$ cat src/rtl/irq_seq_pkg.sv
// Package: shared state encoding for the interrupt entry sequencer.
// Assumes: states are decoded only inside this block.
package irq_seq_pkg;
    typedef enum logic [2:0] {
        S_IDLE   = 3'd0,
        S_PSH_FL = 3'd1,
        S_PSH_CS = 3'd2,
        S_LD_CS  = 3'd3,
        S_PSH_IP = 3'd4,
        S_LD_IP  = 3'd5,
        S_DONE   = 3'd6
    } seq_st_t;
endpackage

$ cat src/rtl/irq_pend_latch.sv
// Module: holds the pending flag and the vector number of the last accepted
// raise request. Assumes the caller removes accept_en while a sequence runs.
module irq_pend_latch #(
    parameter int VEC_W = 8
) (
    input  logic             clk,
    input  logic             rst_n,
    input  logic             raise_valid,
    input  logic [VEC_W-1:0] raise_vec,
    input  logic             accept_en,
    input  logic             clear,
    output logic             pend,
    output logic [VEC_W-1:0] vec
);
    // Record or drop a pending request.
    always_ff @(posedge clk) begin
        if (!rst_n) begin
            pend <= 1'b0;
            vec  <= '0;
        end else if (clear) begin
            pend <= 1'b0;
        end else if (accept_en && raise_valid) begin
            pend <= 1'b1;
            vec  <= raise_vec;
        end
    end
endmodule

$ cat src/rtl/irq_seq_fsm.sv
// Module: steps through the five memory accesses of the entry sequence,
// one per acknowledge. Assumes start is only asserted in S_IDLE.
module irq_seq_fsm
    import irq_seq_pkg::*;
(
    input  logic    clk,
    input  logic    rst_n,
    input  logic    start,
    input  logic    mem_ack,
    output seq_st_t state
);
    seq_st_t nxt;

    // Next-state choice.
    always_comb begin
        nxt = state;
        case (state)
            S_IDLE:   if (start)   nxt = S_PSH_FL;
            S_PSH_FL: if (mem_ack) nxt = S_PSH_CS;
            S_PSH_CS: if (mem_ack) nxt = S_LD_CS;
            S_LD_CS:  if (mem_ack) nxt = S_PSH_IP;
            S_PSH_IP: if (mem_ack) nxt = S_LD_IP;
            S_LD_IP:  if (mem_ack) nxt = S_DONE;
            S_DONE:   nxt = S_IDLE;
            default:  nxt = S_IDLE;
        endcase
    end

    // State register.
    always_ff @(posedge clk) begin
        if (!rst_n) state <= S_IDLE;
        else        state <= nxt;
    end
endmodule

$ cat src/rtl/irq_addr_gen.sv
// Module: forms the request, direction, physical address and write data of
// the current access. Stack pushes use segment*16 + offset with the offset
// lowered by 2, 4 or 6; table reads use vector*4 (+2). Purely combinational.
module irq_addr_gen
    import irq_seq_pkg::*;
#(
    parameter int ADDR_W    = 20,
    parameter int DATA_W    = 16,
    parameter int VEC_W     = 8,
    parameter int SEG_SHIFT = 4
) (
    input  seq_st_t           state,
    input  logic [DATA_W-1:0] ss,
    input  logic [DATA_W-1:0] sp,
    input  logic [VEC_W-1:0]  vec,
    input  logic [DATA_W-1:0] flags,
    input  logic [DATA_W-1:0] cs,
    input  logic [DATA_W-1:0] ip,
    output logic              req,
    output logic              we,
    output logic [ADDR_W-1:0] addr,
    output logic [DATA_W-1:0] wdata
);
    localparam int ENTRY_SHIFT = 2;

    logic [ADDR_W-1:0] seg_base;
    logic [ADDR_W-1:0] tbl_base;
    logic [DATA_W-1:0] off;

    assign seg_base = ADDR_W'(ss) << SEG_SHIFT;
    assign tbl_base = ADDR_W'(vec) << ENTRY_SHIFT;

    // Select the stack offset for each push.
    always_comb begin
        case (state)
            S_PSH_FL: off = sp - DATA_W'(2);
            S_PSH_CS: off = sp - DATA_W'(4);
            default:  off = sp - DATA_W'(6);
        endcase
    end

    // Decode the access for the current state.
    always_comb begin
        req   = 1'b1;
        we    = 1'b1;
        addr  = seg_base + ADDR_W'(off);
        wdata = '0;
        case (state)
            S_PSH_FL: wdata = flags;
            S_PSH_CS: wdata = cs;
            S_PSH_IP: wdata = ip;
            S_LD_CS: begin
                we   = 1'b0;
                addr = tbl_base + ADDR_W'(2);
            end
            S_LD_IP: begin
                we   = 1'b0;
                addr = tbl_base;
            end
            default: begin
                req  = 1'b0;
                we   = 1'b0;
                addr = '0;
            end
        endcase
    end
endmodule

$ cat src/rtl/irq_entry_seq.sv
// Module: top of the interrupt entry sequencer. Latches raise requests, at an
// instruction boundary either grants the fetch or runs the push/load sequence,
// and presents the new core context with a one-cycle done strobe.
// Assumes: the core holds flags_i/cs_i/ip_i/sp_i/ss_i valid with boundary_i
// and loads new_* when done is high.
module irq_entry_seq
    import irq_seq_pkg::*;
#(
    parameter int ADDR_W    = 20,
    parameter int DATA_W    = 16,
    parameter int VEC_W     = 8,
    parameter int SEG_SHIFT = 4,
    parameter int IF_BIT    = 9,
    parameter int TF_BIT    = 8,
    parameter int NMI_VEC_A = 0,
    parameter int NMI_VEC_B = 2
) (
    input  logic              clk,
    input  logic              rst_n,
    input  logic              raise_valid,
    input  logic [VEC_W-1:0]  raise_vec,
    input  logic              halt_i,
    input  logic              boundary_i,
    output logic              fetch_ok,
    output logic              stopped,
    input  logic [DATA_W-1:0] flags_i,
    input  logic [DATA_W-1:0] cs_i,
    input  logic [DATA_W-1:0] ip_i,
    input  logic [DATA_W-1:0] sp_i,
    input  logic [DATA_W-1:0] ss_i,
    output logic              busy,
    output logic              done,
    output logic [DATA_W-1:0] new_flags,
    output logic [DATA_W-1:0] new_cs,
    output logic [DATA_W-1:0] new_ip,
    output logic [DATA_W-1:0] new_sp,
    output logic              mem_req,
    output logic              mem_we,
    output logic [ADDR_W-1:0] mem_addr,
    output logic [DATA_W-1:0] mem_wdata,
    input  logic [DATA_W-1:0] mem_rdata,
    input  logic              mem_ack
);
    localparam logic [DATA_W-1:0] CLR_MASK =
        ~((DATA_W'(1) << IF_BIT) | (DATA_W'(1) << TF_BIT));
    localparam logic [DATA_W-1:0] FRAME_BYTES = DATA_W'(6);

    seq_st_t           state;
    logic              pend;
    logic [VEC_W-1:0]  pvec;
    logic              halted;
    logic              eligible;
    logic              idle_free;
    logic              start;
    logic              seq_end;
    logic [DATA_W-1:0] c_flags, c_cs, c_ip, c_sp, c_ss;

    assign idle_free = (state == S_IDLE) && !halted;
    assign eligible  = pend && ((pvec == VEC_W'(NMI_VEC_A)) ||
                                (pvec == VEC_W'(NMI_VEC_B)) ||
                                flags_i[IF_BIT]);
    assign start     = boundary_i && idle_free && eligible;
    assign fetch_ok  = boundary_i && idle_free && !eligible;
    assign seq_end   = (state == S_LD_IP) && mem_ack;
    assign busy      = (state != S_IDLE) && (state != S_DONE);
    assign done      = (state == S_DONE);
    assign stopped   = halted;

    irq_pend_latch #(.VEC_W(VEC_W)) u_pend (
        .clk        (clk),
        .rst_n      (rst_n),
        .raise_valid(raise_valid),
        .raise_vec  (raise_vec),
        .accept_en  (!busy && !start),
        .clear      (seq_end),
        .pend       (pend),
        .vec        (pvec)
    );

    irq_seq_fsm u_fsm (
        .clk    (clk),
        .rst_n  (rst_n),
        .start  (start),
        .mem_ack(mem_ack),
        .state  (state)
    );

    irq_addr_gen #(
        .ADDR_W   (ADDR_W),
        .DATA_W   (DATA_W),
        .VEC_W    (VEC_W),
        .SEG_SHIFT(SEG_SHIFT)
    ) u_agen (
        .state(state),
        .ss   (c_ss),
        .sp   (c_sp),
        .vec  (pvec),
        .flags(c_flags),
        .cs   (c_cs),
        .ip   (c_ip),
        .req  (mem_req),
        .we   (mem_we),
        .addr (mem_addr),
        .wdata(mem_wdata)
    );

    // Sticky halted flag, cleared only by reset.
    always_ff @(posedge clk) begin
        if (!rst_n)      halted <= 1'b0;
        else if (halt_i) halted <= 1'b1;
    end

    // Capture the core context and the derived flags/SP at the start edge.
    always_ff @(posedge clk) begin
        if (!rst_n) begin
            c_flags   <= '0;
            c_cs      <= '0;
            c_ip      <= '0;
            c_sp      <= '0;
            c_ss      <= '0;
            new_flags <= '0;
            new_sp    <= '0;
        end else if (start) begin
            c_flags   <= flags_i;
            c_cs      <= cs_i;
            c_ip      <= ip_i;
            c_sp      <= sp_i;
            c_ss      <= ss_i;
            new_flags <= flags_i & CLR_MASK;
            new_sp    <= sp_i - FRAME_BYTES;
        end
    end

    // Load the handler segment and offset from the vector table reads.
    always_ff @(posedge clk) begin
        if (!rst_n) begin
            new_cs <= '0;
            new_ip <= '0;
        end else if (mem_ack && state == S_LD_CS) begin
            new_cs <= mem_rdata;
        end else if (mem_ack && state == S_LD_IP) begin
            new_ip <= mem_rdata;
        end
    end
endmodule

$ cat config.mk
export PLATFORM = sky130hd
export DESIGN_NAME = irq_entry_seq
export DESIGN_NICKNAME = d
export VERILOG_FILES = /design/src/rtl/irq_seq_pkg.sv /design/src/rtl/irq_pend_latch.sv /design/src/rtl/irq_seq_fsm.sv /design/src/rtl/irq_addr_gen.sv /design/src/rtl/irq_entry_seq.sv
export SDC_FILE = /design/constraint.sdc
export NUM_CORES = 1
export LEC_CHECK = 0
export CAP_MARGIN = 20
export CORE_ASPECT_RATIO = 1.75
export CORE_MARGIN = 4
export CORE_UTILIZATION = 40
export CTS_CLUSTER_SIZE = 8
export DETAILED_ROUTE_END_ITERATION = 10
export PLACE_DENSITY = 0.73
export SYNTH_ARGS = -nofsm -noshare
export SYNTH_HDL_FRONTEND = slang
export SYNTH_SLANG_ARGS = --single-unit
$ cat constraint.sdc
create_clock -name clk -period 5.8 [get_ports clk]
set_clock_uncertainty 0.2 [all_clocks]
set_input_delay 0.87 -clock clk [delete_from_list [all_inputs] [get_ports clk]]
set_output_delay 0.87 -clock clk [all_outputs]
set_load 0.005 [all_outputs]
==> flow_summary.toml <==
[floorplanning]
die_area_um2 = 19100
die_y_um = 180
fp.dieW_um = 106
num_io_pins = 216
core-area_um2 = 16500
rows = 62
initial_core_util_pct = 41.0

[sta]
drv_slew = 0
hold_violations = 0
fin_crit_ps = 5460
finalSetupViolCount = 0
worst_pin_slew_ps = 830
post-route-period-util_pct = 94.2
fin_ws_ps = 337
whs_ps = 254
fmax_mhz = 183
relSlewSlack_pct = 44.5

[global_route]
grt_max_degree = 109
antenna_found_initial = 2
grt_pass1_vias = 6540
grt_overflow = 0
track_usage_pct = 22.0
grt_pass1_wl_mm = 33.7

[power_and_ir_drop]
cellLeakagePower_nw = 3.38
vdd_drop_max_mv = 0.197
p_total_mw = 2.71
power.density_nw_per_um2 = 281

[detailed_routing]
routed_wl_mm = 21.3
firstDrtPassIters = 5
wl_per_cell_um = 16.2
drc = 0
drt-initial-drc-count = 334
antenna_left = 0
vias_per_cell = 5.07
vias = 6648

[place]
post-place-ws_ps = 545
io_buffers = 213
dp_hpwl_mm = 15.2
gp_congestion = 0.816
placedCellCount = 1275

[synth]
synth_edf_count = 0
synth_seq_cells = 140
synth_top_area_cell = "dfxtp_1"
yosys.area.top_type_share_pct = 41.4
ys_types = 53
synth_common_cells = "nand2_1 (269), dfxtp_1 (140), a21oi_1 (131), nor2_1 (54), clkbuf_1 (37)"
ys.warnings.count = 0
async_flop_share_pct = 0
synth_area_per_cell_um2 = 7.54
yosysSeqAreaShare_pct = 41.4
synth_cells = 898
netlist_area_um2 = 6770
synthTopCellsByArea = "dfxtp_1 (41%), nand2_1 (15%), a21oi_1 (9.7%)"
synth_flop_cell = "dfxtp_1"
yosysMostFrequentCell = "nand2_1"

[cells_and_area]
area_growth_pct = 42.6
final_cells = 1311
drive_gt1_share_pct = 6.17
fin_nets = 1201

[setup_path]
cp-startpoint = "u_fsm.state[1]$_SDFFE_PN0P_"
path_class = "reg2out"
start_kind = "flip-flop"
worst-path-buf-inv = 2
worstPathCellList = "nor2_2 > nand2_2 > inv_1 > fa_1 > nor2b_2 > a2111oi_4 > nand2_2 > nor2_1 > xor2_1 > ha_1 > and2_1 > and4_1 > o21a_1 > o31a_1 > o21a_1 > nor3_1 > clkdlybuf4s50_1"
crit_family = "simple AND/OR/NAND/NOR gates"
cp_slowest_cell = "clkdlybuf4s50_1"
end_kind = "output port"
critPathRequiredTime_ps = 4730
slowest_delay_ps = 540
worst-endpoint-arrival_ps = 4390
cp_max_fo = 6
r2r_start = "u_fsm.state[1]$_SDFFE_PN0P_"

[clock_network]
clk_latency_ps = 410
clkTransAtPathRegs_ps = 60
cts_buffer_depth = 2
ctsHoldBuffers = 0
cts_tree = "done"
cts.sinks = 140
cts_buffers = 17
h-tree-depth = 4
cts_root_buf = "clkbuf_16"

[flow_run]
drv_cap = 0

[hold_path]
hold_class = "reg2reg"
min-delay-start = "new_ip[11]$_SDFFE_PN0P_"

[run_status]
outcome = "complete, no violations"
==> power breakdown <==
group / internal, mW / switching, mW / total, mW
clock network: 0.699 / 0.452 / 1.15
logic: 0.266 / 0.271 / 0.538
registers: 0.996 / 0.0269 / 1.02
total: 1.96 / 0.750 / 2.71
==> through the flow <==
| step | instance area [um^2] | utilization, % | TNS (ps) |
|---|---|---|---|
| global route | 9650 | 58.4 | -43.7 |
| global placement | 8940 | 54.1 | 0 |
| floorplan | 6770 | - | 0 |
| CTS | 9560 | 57.9 | 0 |
| detailed placement | 8940 | 54.1 | 0 |
| finish | 9650 | 58.4 | 0 |
==> worst min-delay path, stage by stage (launching register included) <==
cell     delay (ps)
dfxtp_1         310
nand2_1          50
a21oi_1          50
==> layer usage <==
metal	vias up	routed length (um)	GRT usage (%)	share of wire, %
li1	3352	-	-	-
met1	3030	7920	23.6	37
met2	219	11200	39.2	53
met3	45	1390	6.56	6.6
met4	2	762	9.34	3.6
met5	-	12	0	0.056
==> sequential cells by signal, indices dropped and copies added, names as in the netlist <==
signal,flops
c_cs,16
c_flags,16
c_ip,16
c_ss,16
new_cs,16
new_ip,16
new_sp,16
c_sp,15
u_pend.vec,8
u_fsm.state,3
stopped,1
u_pend.pend,1
==> layout make-up <==
type | count | area [um^2]
Sequential cell | 140 | 2800
Timing Repair Buffer | 227 | 2270
Inverter | 13 | 51.3
Clock buffer | 18 | 439
Antenna cell | 1 | 2.50
Multi-Input combinational cell | 674 | 3620
Fill cell | 1578 | 6870
Tap cell | 224 | 280
Clock inverter | 14 | 185
==> cells in the final DEF (no fill, tap or decap), drive strengths merged, types with 9 or more instances in the layout <==
master / count
a211oi: 17
a21oi: 131
a22oi: 18
buf: 14
clkbuf: 18
clkdlybuf4s50: 213
dfxtp: 140
ha: 16
inv: 17
mux2i: 14
nand2: 270
nor2: 54
nor2b: 9
nor3: 17
o21ai: 30
xnor2: 20
xor2: 11
==> path summary, 6_finish.rpt <==
kind / end / slack, ps / cells after the start
setup / recovery: mem_addr[15] / 340 / 17
hold / removal: new_ip[11]$_SDFFE_PN0P_ / 250 / 2
hold reg to reg: new_ip[11]$_SDFFE_PN0P_ / 250 / 2
setup reg to reg: u_pend.vec[4]$_SDFFE_PN0P_ / 3220 / 7
==> logic make-up after synthesis <==
| kind of cell | count (synthesis) | synth area share, % |
|---|---|---|
| other cells | 1 | 0.0554 |
| flops | 140 | 41.4 |
| xor+xnor | 31 | 4.01 |
| mux | 14 | 2.07 |
| fa+ha+maj | 18 | 3.55 |
| simple gates | 390 | 24.3 |
| compound gates | 219 | 18.8 |
| buf+inv | 85 | 5.77 |
==> what timing repair did <==
action / CTS / global route
endpoints found under the setup margin: 0 / 7
gates resized for setup: 0 / 9
setup buffers: 0 / 1
Power figures use the tool's default switching activity.
